**src/rtl/irq_status_pkg.sv**
```systemverilog
package irq_status_pkg;

  localparam int STATUS_W  = 32;
  localparam int NUM_LANES = 5;

  // Bit positions the software driver decodes
  localparam int TX_BIT    = 0;
  localparam int RX_BIT    = 1;
  localparam int INB_BIT   = 2;
  localparam int CMD_BIT   = 3;
  localparam int RESP_BIT  = 4;
  localparam int ABORT_BIT = 5;
  localparam int ERR_BIT   = 9;

  // Per lane: 1 = filling queue (count >= threshold), 0 = draining (count <= threshold)
  localparam logic [NUM_LANES-1:0] LANE_FILLS = 5'b10110;

  localparam logic [STATUS_W-1:0] STICKY_MASK =
    (32'd1 << ERR_BIT) | (32'd1 << ABORT_BIT);
  localparam logic [STATUS_W-1:0] LIVE_MASK = 32'h0000_001F;
  localparam logic [STATUS_W-1:0] RESERVED_MASK = ~(STICKY_MASK | LIVE_MASK);

  typedef struct packed {
    logic setErr;
    logic setAbort;
    logic clrErr;
    logic clrAbort;
  } stickyStrobe_t;

endpackage

```
**src/rtl/irq_thresh_cmp.sv**
```systemverilog
module irq_thresh_cmp #(
  parameter int CNT_W = 8,
  parameter int THR_W = 8,
  parameter bit FILLS = 1'b1
) (
  input  logic [CNT_W-1:0] count,
  input  logic [THR_W-1:0] thresh,
  output logic             hit
);

  localparam int CMP_W = (CNT_W > THR_W) ? CNT_W : THR_W;

  logic [CMP_W-1:0] countExt;
  logic [CMP_W-1:0] threshExt;

  assign countExt  = CMP_W'(count);
  assign threshExt = CMP_W'(thresh);

  generate
    if (FILLS) begin : g_fill
      assign hit = (countExt >= threshExt);
    end else begin : g_drain
      assign hit = (countExt <= threshExt);
    end
  endgenerate

endmodule

```
**src/rtl/irq_status_ctrl.sv**
```systemverilog
module irq_status_ctrl
  import irq_status_pkg::*;
(
  input  logic                xferErrPulse,
  input  logic                xferAbortPulse,
  input  logic                regWrEn,
  input  logic [STATUS_W-1:0] regWrData,
  output stickyStrobe_t       strobes
);

  logic [STATUS_W-1:0] clearBits;

  // Only sticky positions are writable; everything else in the word is dropped
  assign clearBits = regWrEn ? (regWrData & STICKY_MASK) : '0;

  always_comb begin
    strobes          = '0;
    strobes.setErr   = xferErrPulse;
    strobes.setAbort = xferAbortPulse;
    strobes.clrErr   = clearBits[ERR_BIT];
    strobes.clrAbort = clearBits[ABORT_BIT];
  end

endmodule

```
**src/rtl/irq_status_dp.sv**
```systemverilog
module irq_status_dp
  import irq_status_pkg::*;
#(
  parameter int CNT_W = 8,
  parameter int THR_W = 8
) (
  input  logic                clk,
  input  logic                rstN,
  input  stickyStrobe_t       strobes,
  input  logic [CNT_W-1:0]    laneCount  [NUM_LANES],
  input  logic [THR_W-1:0]    laneThresh [NUM_LANES],
  input  logic [STATUS_W-1:0] intrEnable,
  output logic [STATUS_W-1:0] statusWord,
  output logic                intrOut
);

  logic                 errFlag;
  logic                 abortFlag;
  logic [NUM_LANES-1:0] laneHit;

  generate
    for (genvar i = 0; i < NUM_LANES; i++) begin : g_lane
      irq_thresh_cmp #(
        .CNT_W(CNT_W),
        .THR_W(THR_W),
        .FILLS(LANE_FILLS[i])
      ) u_cmp (
        .count (laneCount[i]),
        .thresh(laneThresh[i]),
        .hit   (laneHit[i])
      );
    end
  endgenerate

  // Event wins over a clear in the same cycle
  always_ff @(posedge clk or negedge rstN) begin
    if (!rstN) begin
      errFlag   <= 1'b0;
      abortFlag <= 1'b0;
    end else begin
      if (strobes.setErr)        errFlag <= 1'b1;
      else if (strobes.clrErr)   errFlag <= 1'b0;
      if (strobes.setAbort)      abortFlag <= 1'b1;
      else if (strobes.clrAbort) abortFlag <= 1'b0;
    end
  end

  always_comb begin
    statusWord = '0;
    if (rstN) begin
      statusWord[NUM_LANES-1:0] = laneHit;
      statusWord[ERR_BIT]       = errFlag;
      statusWord[ABORT_BIT]     = abortFlag;
    end
  end

  assign intrOut = |(statusWord & intrEnable);

  p_err_set_r1: assert property (@(posedge clk) disable iff (!rstN)
    strobes.setErr |=> errFlag);

  p_abort_set_r2: assert property (@(posedge clk) disable iff (!rstN)
    strobes.setAbort |=> abortFlag);

  p_err_clear_r3: assert property (@(posedge clk) disable iff (!rstN)
    (strobes.clrErr && !strobes.setErr) |=> !errFlag);

  p_abort_hold_r3: assert property (@(posedge clk) disable iff (!rstN)
    (abortFlag && !strobes.clrAbort) |=> abortFlag);

  p_err_quiet_r1: assert property (@(posedge clk) disable iff (!rstN)
    (!errFlag && !strobes.setErr) |=> !errFlag);

endmodule

```
**src/rtl/irq_status_reg.sv**
```systemverilog
module irq_status_reg
  import irq_status_pkg::*;
#(
  parameter int CNT_W = 8,
  parameter int THR_W = 8
) (
  input  logic                clk,
  input  logic                rstN,
  input  logic [CNT_W-1:0]    cmdCount,
  input  logic [THR_W-1:0]    cmdThresh,
  input  logic [CNT_W-1:0]    respCount,
  input  logic [THR_W-1:0]    respThresh,
  input  logic [CNT_W-1:0]    inbCount,
  input  logic [THR_W-1:0]    inbThresh,
  input  logic [CNT_W-1:0]    rxCount,
  input  logic [THR_W-1:0]    rxThresh,
  input  logic [CNT_W-1:0]    txCount,
  input  logic [THR_W-1:0]    txThresh,
  input  logic                xferErrPulse,
  input  logic                xferAbortPulse,
  input  logic                regWrEn,
  input  logic [31:0]         regWrData,
  output logic [31:0]         rdData,
  input  logic [31:0]         intrEnable,
  output logic                intrOut
);

  stickyStrobe_t    strobes;
  logic [CNT_W-1:0] laneCount  [NUM_LANES];
  logic [THR_W-1:0] laneThresh [NUM_LANES];

  // Lane index equals the status bit position
  assign laneCount[TX_BIT]   = txCount;
  assign laneCount[RX_BIT]   = rxCount;
  assign laneCount[INB_BIT]  = inbCount;
  assign laneCount[CMD_BIT]  = cmdCount;
  assign laneCount[RESP_BIT] = respCount;

  assign laneThresh[TX_BIT]   = txThresh;
  assign laneThresh[RX_BIT]   = rxThresh;
  assign laneThresh[INB_BIT]  = inbThresh;
  assign laneThresh[CMD_BIT]  = cmdThresh;
  assign laneThresh[RESP_BIT] = respThresh;

  irq_status_ctrl u_ctrl (
    .xferErrPulse  (xferErrPulse),
    .xferAbortPulse(xferAbortPulse),
    .regWrEn       (regWrEn),
    .regWrData     (regWrData),
    .strobes       (strobes)
  );

  irq_status_dp #(
    .CNT_W(CNT_W),
    .THR_W(THR_W)
  ) u_dp (
    .clk       (clk),
    .rstN      (rstN),
    .strobes   (strobes),
    .laneCount (laneCount),
    .laneThresh(laneThresh),
    .intrEnable(intrEnable),
    .statusWord(rdData),
    .intrOut   (intrOut)
  );

  p_reserved_r9: assert property (@(posedge clk) disable iff (!rstN)
    (regWrEn && ((regWrData & ~STICKY_MASK) != '0)) |=> ((rdData & RESERVED_MASK) == '0));

  p_irq_r11: assert property (@(posedge clk) disable iff (!rstN)
    (rdData[ERR_BIT] && intrEnable[ERR_BIT]) |-> intrOut);

  always_comb begin
    if (!rstN) begin
      p_reset_r10: assert (rdData == '0 && !intrOut);
    end
  end

endmodule

```
**config.mk**
```make
export PLATFORM = sky130hd
export DESIGN_NAME = irq_status_reg
export DESIGN_NICKNAME = d
export VERILOG_FILES = /design/src/rtl/irq_status_pkg.sv /design/src/rtl/irq_thresh_cmp.sv /design/src/rtl/irq_status_ctrl.sv /design/src/rtl/irq_status_dp.sv /design/src/rtl/irq_status_reg.sv
export SDC_FILE = /design/constraint.sdc
export NUM_CORES = 1
export LEC_CHECK = 0
export CORE_AREA = 5 5 68 70
export DETAILED_ROUTE_END_ITERATION = 12
export DIE_AREA = 0 0 73 75
export DONT_BUFFER_PORTS = 1
export HOLD_SLACK_MARGIN = 0.05
export MAX_ROUTING_LAYER = met4
export PLACE_DENSITY = 0.6
export SLEW_MARGIN = 10
export SYNTH_ARGS = -nofsm -noshare
export SYNTH_HDL_FRONTEND = slang
export SYNTH_SLANG_ARGS = --single-unit
```
**constraint.sdc**
```tcl
create_clock -name clk -period 2.48 [get_ports clk]
set_input_delay 0.496 -clock clk [delete_from_list [all_inputs] [get_ports clk]]
set_output_delay 0.496 -clock clk [all_outputs]
set_load 0.01 [all_outputs]
```
==> flow_metrics.py <==
metrics = {
    "global_route": {
        "groute.usage.overall_pct": 11.7,
        "grt_first_pass_wirelength_microns": 5080,
        "antenna_found_initial": 0,
        "first_global_vias": 1236,
        "grt_start_max_net_pins": 13,
        "total_overflow_reported_by_the_global_router": 0,
    },
    "placement": {
        "finalWeightedCongestion": 0.788,
        "hpwl_microns": 3170,
        "count_of_buffers_from_port_buffering": 0,
        "dp.cells": 250,
    },
    "clocking": {
        "htree_levels": 1,
        "cts.reportedPaths.clkPinSlew_ps": 30,
        "tritoncts_clock_tree": "done",
        "cts.sinks": 2,
        "cts_made_buffers": 3,
        "clk-insertion-delay-late_ps": 210,
        "max-clock-path-buffers": 2,
        "ctsRootBufferMaster": "sky130_fd_sc_hd__clkbuf_8",
    },
    "finish": {
        "net_total_in_the_final_layout": 396,
        "antenna_cells": 0,
        "fillCellCount": 414,
        "area_growth_pct": 16.1,
        "post_layout_nonfiller_instances": 255,
        "final_layout_size_suffix_gt1_share_pct": 15.1,
    },
    "timing": {
        "maxSlewViolCount": 0,
        "period_needed_ps": 2430,
        "hold_viol": 0,
        "timing.final.crit_share_pct": 97.9,
        "unrepaired_setup_endpoints_after_global_routing": "false",
        "worst_clock_skew_ps": 0,
        "final_number_of_setup_violating_endpoints": 0,
        "fmaxAchievable_ghz": 0.412,
        "totalNegativeSetupSlack_ps": 0,
    },
    "synthesis": {
        "synth.distinct_cells": 40,
        "number_of_enable_flip_flop_cells_after_synthesis": 0,
        "async_flop_share_pct": 100,
        "synth_sequential_area_ratio_pct": 3.50,
        "syn-mean-instance-area_sq_um": 7.42,
        "yosysWarningCount": 0,
        "post_synth_inst_count": 193,
        "primary_ff_master_synth": "sky130_fd_sc_hd__dfrtp_1",
        "synthesis.area_sq_um": 1430,
        "ys_ff_latch": 2,
    },
    "die": {
        "die_height_microns": 75,
        "initial_core_util_pct": 36.6,
        "fp.coreArea_sq_um": 3910,
        "floorplan.io_pins": 182,
        "core.rowCount": 23,
        "die_width_microns": 73,
        "die-area_sq_um": 5480,
    },
    "detailed_routing": {
        "drt_initial_violations": 6,
        "vias_per_cell": 4.99,
        "drt_drc_violations_left": 0,
        "antenna_violating_nets_post_route": 0,
        "wl_per_cell_microns": 13.7,
        "routed_vias": 1273,
        "wl_microns": 3500,
        "drt-pass1-iter-count": 2,
    },
    "pwr": {
        "power_density_nw_per_um2": 249,
        "vdd_drop_max_v": 0.000323,
        "leakage_nw": 0.877,
    },
    "min_path": {
        "min-delay-path-class": "input port to register",
    },
    "setup_path": {
        "cp_data_required_time_ps": 1980,
        "timing.critical_path.from_type": "input port",
        "criticalPathCategory": "input port to output port",
        "critPathMaxFanout": 2,
        "critPathCaptureType": "output port",
        "arrival_ps": 1930,
    },
    "run": {
        "maxCapViolCount": 0,
    },
    "outcome": {
        "status": "finished clean",
    },
}
## worst max-delay path, stage by stage
cell,delay (ps)
sky130_fd_sc_hd__inv_1,30
sky130_fd_sc_hd__ha_1,300
sky130_fd_sc_hd__nand4_1,130
sky130_fd_sc_hd__nor3_1,90
sky130_fd_sc_hd__a211o_1,330
sky130_fd_sc_hd__a2111oi_4,320
sky130_fd_sc_hd__nand4_1,240
## report_power, final
| group | internal (W) | switching [W] |
|---|---|---|
| Combinational | 0.000117 | 0.000131 |
| Sequential | 0.0000351 | 0.00000176 |
| Clock | 0.000103 | 0.0000270 |
## sequential cells by signal, indices dropped and copies added (netlist names)
signal	count
u_dp.abortFlag	1
u_dp.errFlag	1
## final timing paths
check	start	end	slack [ps]	cells past startpoint
max reg2reg	u_dp.abortFlag$_DFFE_PN0P_	u_dp.abortFlag$_DFFE_PN0P_	1810	1
max in group asynchronous	rstN	u_dp.abortFlag$_DFFE_PN0P_	1840	1
min	xferErrPulse	u_dp.errFlag$_DFFE_PN0P_	380	1
max	cmdThresh[7]	intrOut	50	7
min in group asynchronous	rstN	u_dp.errFlag$_DFFE_PN0P_	520	1
min reg2reg	u_dp.errFlag$_DFFE_PN0P_	u_dp.errFlag$_DFFE_PN0P_	510	1
## kinds of logic (layout without fill, tap and decap cells)
kind of cell / count (synthesis) / in the layout / synth area share, %
AOI/OAI and AO/OA: 39 / 39 / 20.7
adders and majority gates: 40 / 40 / 35.0
buffers and inverters: 69 / 57 / 24.7
DFF: 2 / 2 / 3.50
other: 1 / 25 / 0.262
and+or+nand+nor: 42 / 42 / 15.8
## synth_stat cells, types with 3 or more instances
master | instances | share of area (%)
sky130_fd_sc_hd__nor3_1 | 3 | 1.0
sky130_fd_sc_hd__a21oi_1 | 10 | 3.5
sky130_fd_sc_hd__nand2_1 | 9 | 2.4
sky130_fd_sc_hd__o21ai_0 | 4 | 1.4
sky130_fd_sc_hd__inv_1 | 42 | 11
sky130_fd_sc_hd__nand3_1 | 8 | 2.8
sky130_fd_sc_hd__nor2_1 | 4 | 1.0
sky130_fd_sc_hd__ha_1 | 40 | 35
sky130_fd_sc_hd__buf_4 | 25 | 13
sky130_fd_sc_hd__a21o_1 | 5 | 2.6
sky130_fd_sc_hd__nand4_1 | 7 | 3.1
## through the flow
step | setup WS, ps | area (sq um) | hold WS [ps] | utilization (%) | total power, W
after floorplan | 88.5 | 1520 | 200 | - | 0.000236
after global placement | -51.3 | 1460 | 201 | 37.3 | 0.000253
after detailed placement | -35.8 | 1460 | 201 | 37.3 | 0.000256
after CTS | 2.87 | 1520 | 375 | 38.9 | 0.000393
after global routing | 1.16 | 1660 | 372 | 42.5 | 0.000464
final | 53.2 | 1660 | 378 | 42.5 | 0.000414
## area by class of cell
cell class	instances	area, sq um	area share [%]
well taps	50	62.6	3.77
inverters	43	161	9.71
repair buffers	11	85.1	5.12
clock buffers	3	41.3	2.48
multi-input cells	146	1260	75.9
flip-flops and latches	2	50.0	3.01
## timing repair
| item | 4_1_cts | 5_1_grt |
|---|---|---|
| endpoints found under the hold margin | 2 | 0 |
| setup buffers | 0 | 1 |
| gates resized for setup | 1 | 15 |
| endpoints found under the setup margin | 1 | 2 |
| pin swaps | 3 | 11 |
| hold buffers | 1 | 0 |
## layout by cell type, fill, tap and decap left out, drive strengths merged, types with 4 or more instances in the layout
master,Yosys,layout
inv,42,42
o21ai,4,4
nand4,7,7
conb,1,25
nand3,8,8
buf,26,10
a2111oi,5,5
nand2,9,9
a21o,6,6
ha,40,40
nor2,4,4
a21oi,11,11
## metal layers
metal	routed length [microns]	share of wire [%]	global-route usage, %
met5	0	0	-
met4	12	0.34	3.07
met3	360	10	2.27
met2	1720	49	20.8
met1	1410	40	13.4
Power figures use the tool's default switching activity.
